File: src/rtl/tmr8_pkg.sv
// Shared mode encoding and flag bit positions for the 8-bit timer.
package tmr8_pkg;
    typedef enum logic [1:0] {
        MODE_FREE  = 2'd0,
        MODE_PHASE = 2'd1,
        MODE_CLEAR = 2'd2,
        MODE_RSVD  = 2'd3
    } tmr_mode_e;

    localparam int FLG_OVF  = 0;
    localparam int FLG_CMPA = 1;
    localparam int FLG_CMPB = 2;
    localparam int NUM_FLG  = 3;
    localparam int NUM_CH   = 2;
endpackage

File: src/rtl/tmr8_prescale.sv
// Clock divider producing a one-cycle count tick at the selected rate.
// Assumes clk_sel codes 1..7 map to divides 1,8,32,64,128,256,1024.
// The divider is held at zero while stopped, so every restart is aligned.
module tmr8_prescale #(
    parameter int DIV_W = 10
) (
    input  logic       clk,
    input  logic       rst_n,
    input  logic [2:0] clk_sel,
    output logic       tick
);
    logic [DIV_W-1:0] div_q;
    logic [DIV_W-1:0] tap_mask;
    int               tap_bits;

    // Divider chain: free-runs while any rate is selected.
    always_ff @(posedge clk) begin
        if (!rst_n || clk_sel == 3'd0) div_q <= '0;
        else                           div_q <= div_q + 1'b1;
    end

    // Pick how many low divider bits must be all ones for a tick.
    always_comb begin
        case (clk_sel)
            3'd2:    tap_bits = 3;
            3'd3:    tap_bits = 5;
            3'd4:    tap_bits = 6;
            3'd5:    tap_bits = 7;
            3'd6:    tap_bits = 8;
            3'd7:    tap_bits = DIV_W;
            default: tap_bits = 0;
        endcase
        for (int i = 0; i < DIV_W; i++) tap_mask[i] = (i < tap_bits);
    end

    // Tick decode.
    assign tick = (clk_sel != 3'd0) && ((div_q & tap_mask) == tap_mask);
endmodule

File: src/rtl/tmr8_counter.sv
// Counter core: free-running, clear-on-match and up/down phase-correct
// counting. A software load wins over a tick and arms a one-tick match block.
module tmr8_counter
    import tmr8_pkg::*;
#(
    parameter int CNT_W = 8
) (
    input  logic             clk,
    input  logic             rst_n,
    input  logic             tick,
    input  tmr_mode_e        mode,
    input  logic [CNT_W-1:0] clr_val,
    input  logic             ld_wr,
    input  logic [CNT_W-1:0] ld_data,
    output logic [CNT_W-1:0] count,
    output logic             down,
    output logic             blk,
    output logic             ovf_evt
);
    localparam logic [CNT_W-1:0] CNT_MAX = {CNT_W{1'b1}};

    logic [CNT_W-1:0] cnt_nxt;
    logic             down_nxt;
    logic             ovf_cond;

    // Next count, next direction and overflow condition per mode.
    always_comb begin
        cnt_nxt  = count + 1'b1;
        down_nxt = 1'b0;
        ovf_cond = (count == CNT_MAX);
        case (mode)
            MODE_CLEAR: begin
                if (count == clr_val) cnt_nxt = '0;
            end
            MODE_PHASE: begin
                ovf_cond = 1'b0;
                if (!down) begin
                    if (count == CNT_MAX) begin
                        cnt_nxt  = CNT_MAX - 1'b1;
                        down_nxt = 1'b1;
                    end
                end else if (count == '0) begin
                    cnt_nxt  = {{(CNT_W-1){1'b0}}, 1'b1};
                    ovf_cond = 1'b1;
                end else begin
                    cnt_nxt  = count - 1'b1;
                    down_nxt = 1'b1;
                end
            end
            default: ;
        endcase
    end

    // Count, direction and match-block state.
    always_ff @(posedge clk) begin
        if (!rst_n) begin
            count <= '0;
            down  <= 1'b0;
            blk   <= 1'b0;
        end else if (ld_wr) begin
            count <= ld_data;
            blk   <= 1'b1;
        end else if (tick) begin
            count <= cnt_nxt;
            down  <= down_nxt;
            blk   <= 1'b0;
        end
    end

    assign ovf_evt = tick && !ld_wr && ovf_cond;
endmodule

File: src/rtl/tmr8_cmp_chan.sv
// One compare channel: holding register, active compare value, match
// detect and waveform. In PWM mode the active value reloads only at top.
module tmr8_cmp_chan #(
    parameter int CNT_W = 8
) (
    input  logic             clk,
    input  logic             rst_n,
    input  logic             tick,
    input  logic             pwm,
    input  logic             wr,
    input  logic [CNT_W-1:0] wdata,
    input  logic [CNT_W-1:0] count,
    input  logic             down,
    input  logic             blk,
    input  logic             ld_wr,
    output logic [CNT_W-1:0] act,
    output logic             match,
    output logic             wave
);
    localparam logic [CNT_W-1:0] CNT_MAX = {CNT_W{1'b1}};

    logic [CNT_W-1:0] hold_q;
    logic             top_load;

    assign top_load = pwm && tick && !ld_wr && (count == CNT_MAX);
    assign match    = tick && !ld_wr && !blk && (count == act);

    // Holding and active compare registers.
    always_ff @(posedge clk) begin
        if (!rst_n) begin
            hold_q <= '0;
            act    <= '0;
        end else begin
            if (wr) hold_q <= wdata;
            if (top_load)      act <= wr ? wdata : hold_q;
            else if (wr && !pwm) act <= wdata;
        end
    end

    // Waveform: toggle outside PWM, clear rising / set falling in PWM.
    always_ff @(posedge clk) begin
        if (!rst_n)     wave <= 1'b0;
        else if (match) wave <= pwm ? down : ~wave;
    end
endmodule

File: src/rtl/tmr8_cmp_pwm.sv
// Top level of the 8-bit timer: divider, counter core, two compare
// channels, sticky flags and masked interrupt requests.
// Assumes register-style strobes are one cycle wide and synchronous to clk.
module tmr8_cmp_pwm
    import tmr8_pkg::*;
#(
    parameter int CNT_W = 8,
    parameter int DIV_W = 10
) (
    input  logic             clk,
    input  logic             rst_n,
    input  logic [2:0]       clk_sel,
    input  logic [1:0]       mode_sel,
    input  logic             cnt_wr,
    input  logic [CNT_W-1:0] cnt_wdata,
    input  logic             cmpa_wr,
    input  logic             cmpb_wr,
    input  logic [CNT_W-1:0] cmp_wdata,
    input  logic             flag_clr_wr,
    input  logic [2:0]       flag_clr_bits,
    input  logic [2:0]       irq_mask,
    output logic [CNT_W-1:0] count,
    output logic [2:0]       flags,
    output logic [2:0]       irq,
    output logic             wave_a,
    output logic             wave_b
);
    tmr_mode_e        mode;
    logic             tick;
    logic             down;
    logic             blk;
    logic             ovf_evt;
    logic             pwm;
    logic [CNT_W-1:0] act_cmp [NUM_CH];
    logic [NUM_CH-1:0] ch_wr;
    logic [NUM_CH-1:0] ch_match;
    logic [NUM_CH-1:0] ch_wave;
    logic [NUM_FLG-1:0] flg_set;
    logic [NUM_FLG-1:0] flg_clr;

    assign mode  = tmr_mode_e'(mode_sel);
    assign pwm   = (mode == MODE_PHASE);
    assign ch_wr = {cmpb_wr, cmpa_wr};

    tmr8_prescale #(.DIV_W(DIV_W)) u_pre (
        .clk(clk), .rst_n(rst_n), .clk_sel(clk_sel), .tick(tick)
    );

    tmr8_counter #(.CNT_W(CNT_W)) u_cnt (
        .clk(clk), .rst_n(rst_n), .tick(tick), .mode(mode),
        .clr_val(act_cmp[0]), .ld_wr(cnt_wr), .ld_data(cnt_wdata),
        .count(count), .down(down), .blk(blk), .ovf_evt(ovf_evt)
    );

    for (genvar ch = 0; ch < NUM_CH; ch++) begin : g_ch
        tmr8_cmp_chan #(.CNT_W(CNT_W)) u_chan (
            .clk(clk), .rst_n(rst_n), .tick(tick), .pwm(pwm),
            .wr(ch_wr[ch]), .wdata(cmp_wdata), .count(count),
            .down(down), .blk(blk), .ld_wr(cnt_wr),
            .act(act_cmp[ch]), .match(ch_match[ch]), .wave(ch_wave[ch])
        );
    end

    assign wave_a = ch_wave[0];
    assign wave_b = ch_wave[1];

    assign flg_set[FLG_OVF]  = ovf_evt;
    assign flg_set[FLG_CMPA] = ch_match[0];
    assign flg_set[FLG_CMPB] = ch_match[1];
    assign flg_clr           = flag_clr_wr ? flag_clr_bits : '0;

    // Sticky flags: write-one clear, a new event wins.
    always_ff @(posedge clk) begin
        if (!rst_n) flags <= '0;
        else        flags <= (flags & ~flg_clr) | flg_set;
    end

    assign irq = flags & irq_mask;
endmodule

File: config.mk
export PLATFORM = sky130hd
export DESIGN_NAME = tmr8_cmp_pwm
export DESIGN_NICKNAME = d
export VERILOG_FILES = /design/src/rtl/tmr8_pkg.sv /design/src/rtl/tmr8_prescale.sv /design/src/rtl/tmr8_counter.sv /design/src/rtl/tmr8_cmp_chan.sv /design/src/rtl/tmr8_cmp_pwm.sv
export SDC_FILE = /design/constraint.sdc
export NUM_CORES = 1
export LEC_CHECK = 0
export BUFFER_PORTS_ARGS = -buffer_cell sky130_fd_sc_hd__buf_4
export CORE_MARGIN = 2
export CORE_UTILIZATION = 40
export CTS_CLUSTER_DIAMETER = 80
export DETAILED_ROUTE_END_ITERATION = 8
export GPL_ROUTABILITY_DRIVEN = 0
export HOLD_SLACK_MARGIN = 0.15
export SYNTH_ARGS = -nofsm -noshare
export SYNTH_HDL_FRONTEND = slang
export SYNTH_HIERARCHICAL = 1
export SYNTH_SLANG_ARGS = --single-unit
File: constraint.sdc
create_clock -name clk -period 4.5 [get_ports clk]
set_input_delay 0.45 -clock clk [delete_from_list [all_inputs] [get_ports clk]]
set_output_delay 0.45 -clock clk [all_outputs]
set_load 0.05 [all_outputs]
======== Word-level counts from Yosys, hierarchy flattened ========
Cells that the tools add are included.
word-level totals
  bits in registers ....................... 57
  bits of input ports ..................... 33
  output and inout bits ................... 16
  logic and storage cells ................. 93
operators by class
  add/subtract/negate cells ............... 3
  order comparisons ....................... 10
  equality and inequality tests ........... 12
  muxes and demuxes ....................... 26
  bitwise logic cells ..................... 8
  reductions and logical operators ........ 23
operators by type and width
  cell                   count
  $mux 8                 12
  $pmux 4 s6             1
  $eq 8x8->1             2
  $lt 3x4->1 const A     4
  $pmux 8 s2             1
  $eq 3x3->1 const B     4
  $logic_and 1x1->1      11
  $mux 1                 11
  $add 10x1->10 const B  1
  $and 10x10->10         1
  $eq 10x10->1           1
  $add 8x1->8 const B    1
  $eq 8x8->1 const B     1
  $logic_not 8->1        1
  $lt 1x4->1 const A     2
  $lt 2x4->1 const A     2
  $lt 4x4->1 const A     2
  $sub 8x1->8 const B    1
  $and 3x3->3            2
  $eq 3x2->1 const B     2
  $reduce_bool 2->1      3
  $logic_not 1->1        4
  $logic_not 3->1        1
  $mux 3                 1
  8 further kinds        10

======== Longest topological paths before layout ========
  depth after elaboration ................. 10
  depth in mapped cells ................... 8
  gate-level depth less buffers ........... 8

======== By module ========
The synthesis kept the hierarchy.
by module, submodules not included
  module         times used  cells an instance  area an instance (µm²)  sequential area each (µm²)
  tmr8_cmp_chan  2           99                 890.9                   340.3
  tmr8_counter   1           172                1300.0                  200.2
  tmr8_prescale  1           53                 488.0                   200.2
  tmr8_cmp_pwm   1           16                 130.1                   60.1

======== Worst setup path before layout ========
OpenSTA, ideal clock, no wires.
  path type ............................... register to register
  from .................................... register u_cnt.count[0]
  to ...................................... register u_cnt.count[2]
  setup time .............................. 79 ps
  arrival time ............................ 2289 ps
  required time ........................... 4421 ps
  path slack .............................. 2132 ps
  stages on the path, launching flop included .. 8
  buffers on the path ..................... 1
  period minus slack after synthesis ...... 2368 ps
  cell sequence ........................... dfxtp_1 > ha_1 > clkbuf_1 > inv_1 > or4_1 > a31oi_1 > o221ai_1 > o211ai_1
between the ends
  word-level cells in the longest chain between the ends .. 6
  elaborated cells on any way between the ends .. 12
  classes of those cells .................. add/sub (2); eq/ne (2); mux (7); reduce/logical (1)
RTL lines
  item                                 RTL line                                source
  start, declared                      tmr8_counter.sv:15                      output logic [CNT_W-1:0] count,
  start signal, assigned               tmr8_counter.sv:61                      count <= ld_data;
  start signal, assigned               tmr8_counter.sv:64                      count <= cnt_nxt;
  $add 8x1->8 (tied with other cells)  tmr8_counter.sv:28                      cnt_nxt = count + 1'b1;
  $mux 8, on equally long branches     tmr8_counter.sv:38, tmr8_counter.sv:42
  $mux 8                               tmr8_counter.sv:37                      if (!down) begin
  $pmux 8 s2 (*)                       tmr8_counter.sv:31                      case (mode)
  $mux 8 (*)                           tmr8_counter.sv:63                      end else if (tick) begin
  $mux 8 (*)                           tmr8_counter.sv:60                      end else if (ld_wr) begin
Every way passes the cells marked *; elsewhere a longest branch is shown, timed or not. The select of a mux whose other input is x is not followed.
A chain may end at the register's enable or synchronous reset.

======== Final worst setup path ========
  from .................................... register u_cnt.count[3]
  to ...................................... register u_cnt.count[3]
The elaborated chain is that of the path after synthesis.

==> impl_metrics.json <==
{
  "path_delay_family": "simple AND/OR/NAND/NOR gates",
  "critPathBufInv": 0,
  "clockRootBuffer": "clkbuf_8",
  "diodes": 0,
  "finClkSkew_ns": 0.00676,
  "vdd_drop_max_uv": 243,
  "cts_setup_buffers": 0,
  "start_util_pct": 40.6,
  "wl_per_cell_um": 16.6,
  "rsz0062_at_grt": "no",
  "fmaxAchievable_mhz": 380,
  "p_per_area_nw_per_um2": 304,
  "grt_pass1_vias": 3221,
  "fin_util_pct": 47.2,
  "p_comb_share_pct": 18.0,
  "ant_nets": 0,
  "via_count": 3385,
  "hp-class": "in -> reg",
  "vias_per_cell": 5.72,
  "clockBufferDepth": 2,
  "p_sw_uw": 387,
  "grt_pass1_wl_um": 16200,
  "synth_cell_types": 64,
  "syn_nets": 478,
  "fin_cells": 592,
  "hold_viol": 0,
  "clkPwrFrac_pct": 39.2,
  "synth-async-reset-ratio_pct": 0,
  "drt_wl_total_um": 9800,
  "numCtsBuffers": 9,
  "drive_gt1_share_pct": 20.2,
  "p_int_uw": 921,
  "seq_power_share_pct": 42.7,
  "synth.ff_latch_count": 57,
  "p_leak_nw": 1.76,
  "antenna_found_initial": 0,
  "first_pass_iters": 6,
  "io_buffers": 48,
  "tightest_slew_ns": 0.946,
  "clkTransAtPathRegs_ns": 0.07,
  "netlist_instances": 439,
  "slew-limit-headroom_pct": 36.4,
  "die_h_um": 100,
  "path_common_cell": "nor4_1",
  "areaGrowthSynthToFinish_pct": 16.3,
  "synth-main-ff-cell": "dfxtp_1",
  "cpMaxStageDelayCell": "dfxtp_1",
  "drcViolationCount": 0,
  "drv_cap": 0,
  "grt_usage_pct": 20.2,
  "core_um2": 9110,
  "crit_chain": "xor2_1 -> nor4_1 -> a21oi_2 -> nor4_1 -> o31ai_1",
  "dpl.hpwl_um": 6840,
  "synth_warnings": 6,
  "fin_crit_sh_pct": 58.4,
  "finalNetCount": 515,
  "grt_max_degree": 50,
  "finalPower_mw": 1.31,
  "power.share.switching_pct": 29.6,
  "clk_latency_ns": 0.33,
  "worstPathMaxFanout": 18,
  "setup_violations": 0,
  "globalRouteOverflowTotal": 0,
  "avgSynthCellArea_um2": 8.43,
  "clkSinkCount": 57,
  "fin_crit_ns": 2.63,
  "max_stage_delay_ns": 0.87,
  "die_area_um2": 10000,
  "synth_edf_count": 0,
  "hold_buffers": 0,
  "worst_setup_path_start_kind": "flip-flop",
  "finalSetupTns_ns": 0,
  "yosysSeqAreaShare_pct": 30.8,
  "worstPathArrival_ns": 2.85,
  "pin_count": 49,
  "slew_violations": 0,
  "die_w_um": 100,
  "outcome": "complete, no violations",
  "drtIter0Drc": 168,
  "path_class": "reg -> reg",
  "cts_tree": "done",
  "ctsResizeCount": 0,
  "htreeDepth": 3,
  "end_kind": "flip-flop",
  "syn_area_um2": 3700,
  "holdWs_ns": 0.302,
  "worst_ep_required_time_ns": 4.72,
  "rows": 35,
  "place_inst": 576
}
[Yosys cell counts, types with 9 or more instances]
master	instances	area (µm²)
dfxtp_1	57	1140
nand2_1	40	150
nand3_1	30	150
xor2_1	24	210
a21oi_1	22	110
nor2b_1	18	113
inv_1	14	52.6
and3_1	13	81.3
o21ai_0	13	65.1
and2_1	12	75.1
nor2_1	11	41.3
buf_2	10	50.1
clkbuf_1	10	37.5
mux2_2	9	101
mux2i_1	9	90.1
xnor2_1	9	78.8
[per-stage QoR]
stage / setup slack [ns] / area (µm²)
5_1_grt: 1.71 / 4300
2_1_floorplan: 2.13 / 3700
3_3_place_gp: 1.92 / 4090
6_report: 1.87 / 4300
4_1_cts: 1.94 / 4300
3_5_place_dp: 1.83 / 4090
[cells in the final DEF, fill, tap and decap left out, types with 9 or more instances in the layout]
cell type,instances
nand2_1,40
and3_1,13
mux2_2,9
mux2i_1,9
dfxtp_1,57
buf_4,50
nor2b_1,18
a21oi_1,22
clkbuf_8,11
and2_1,12
nand3_1,30
xnor2_1,9
o21ai_0,13
nor2_1,11
xor2_1,24
inv_1,14
[routing by layer]
layer / global-route usage [%] / share of wire, %
met1: 27.0 / 45
met2: 33.8 / 48
met3: 2.99 / 6.4
met4: 6.32 / 0.86
met5: 0 / 0
[power by group through the flow]
stage	Clock, mW	Combinational (mW)	Sequential (mW)
6_report	0.513	0.236	0.559
3_3_place_gp	0	0.231	0.570
2_1_floorplan	0	0.159	0.571
3_5_place_dp	0	0.233	0.571
4_1_cts	0.525	0.235	0.559
5_1_grt	0.549	0.260	0.562
[state kept, by name, summed over array words and instances, names as in the netlist]
name / cells
u_pre/div_q: 10
u_cnt/count: 8
u_cnt/blk: 1
u_cnt/down: 1
g_ch.u_chan/act: 16
g_ch.u_chan/hold_q: 16
g_ch.u_chan/wave: 2
flags: 3
[cell families after synthesis]
kind of cell	synth area share, %
buf+inv	4.80
mux	5.17
xor+xnor	7.81
simple gates	31.1
flops	30.8
fa+ha+maj	2.03
compound gates	18.3
[path summary, 6_finish.rpt]
kind | cells past startpoint | start | endpoint | slack (ns)
setup / recovery | 5 | u_cnt/count[3] | u_cnt/count[3] | 1.87
hold / removal | 2 | flag_clr_bits[0] | flags[0] | 0.30
setup reg to reg | 5 | u_cnt/count[3] | u_cnt/count[3] | 1.87
hold reg to reg | 1 | u_pre/div_q[0] | u_pre/div_q[0] | 0.48
[area by class of cell]
| class | count | area [µm²] |
|---|---|---|
| Timing Repair Buffer | 50 | 375 |
| Clock inverter | 5 | 62.6 |
| Clock buffer | 11 | 151 |
| Multi-Input combinational cell | 344 | 2380 |
| Tap cell | 111 | 139 |
| Fill cell | 922 | 4810 |
| Inverter | 14 | 52.6 |
| Sequential cell | 57 | 1140 |
Power figures use the tool's default switching activity.
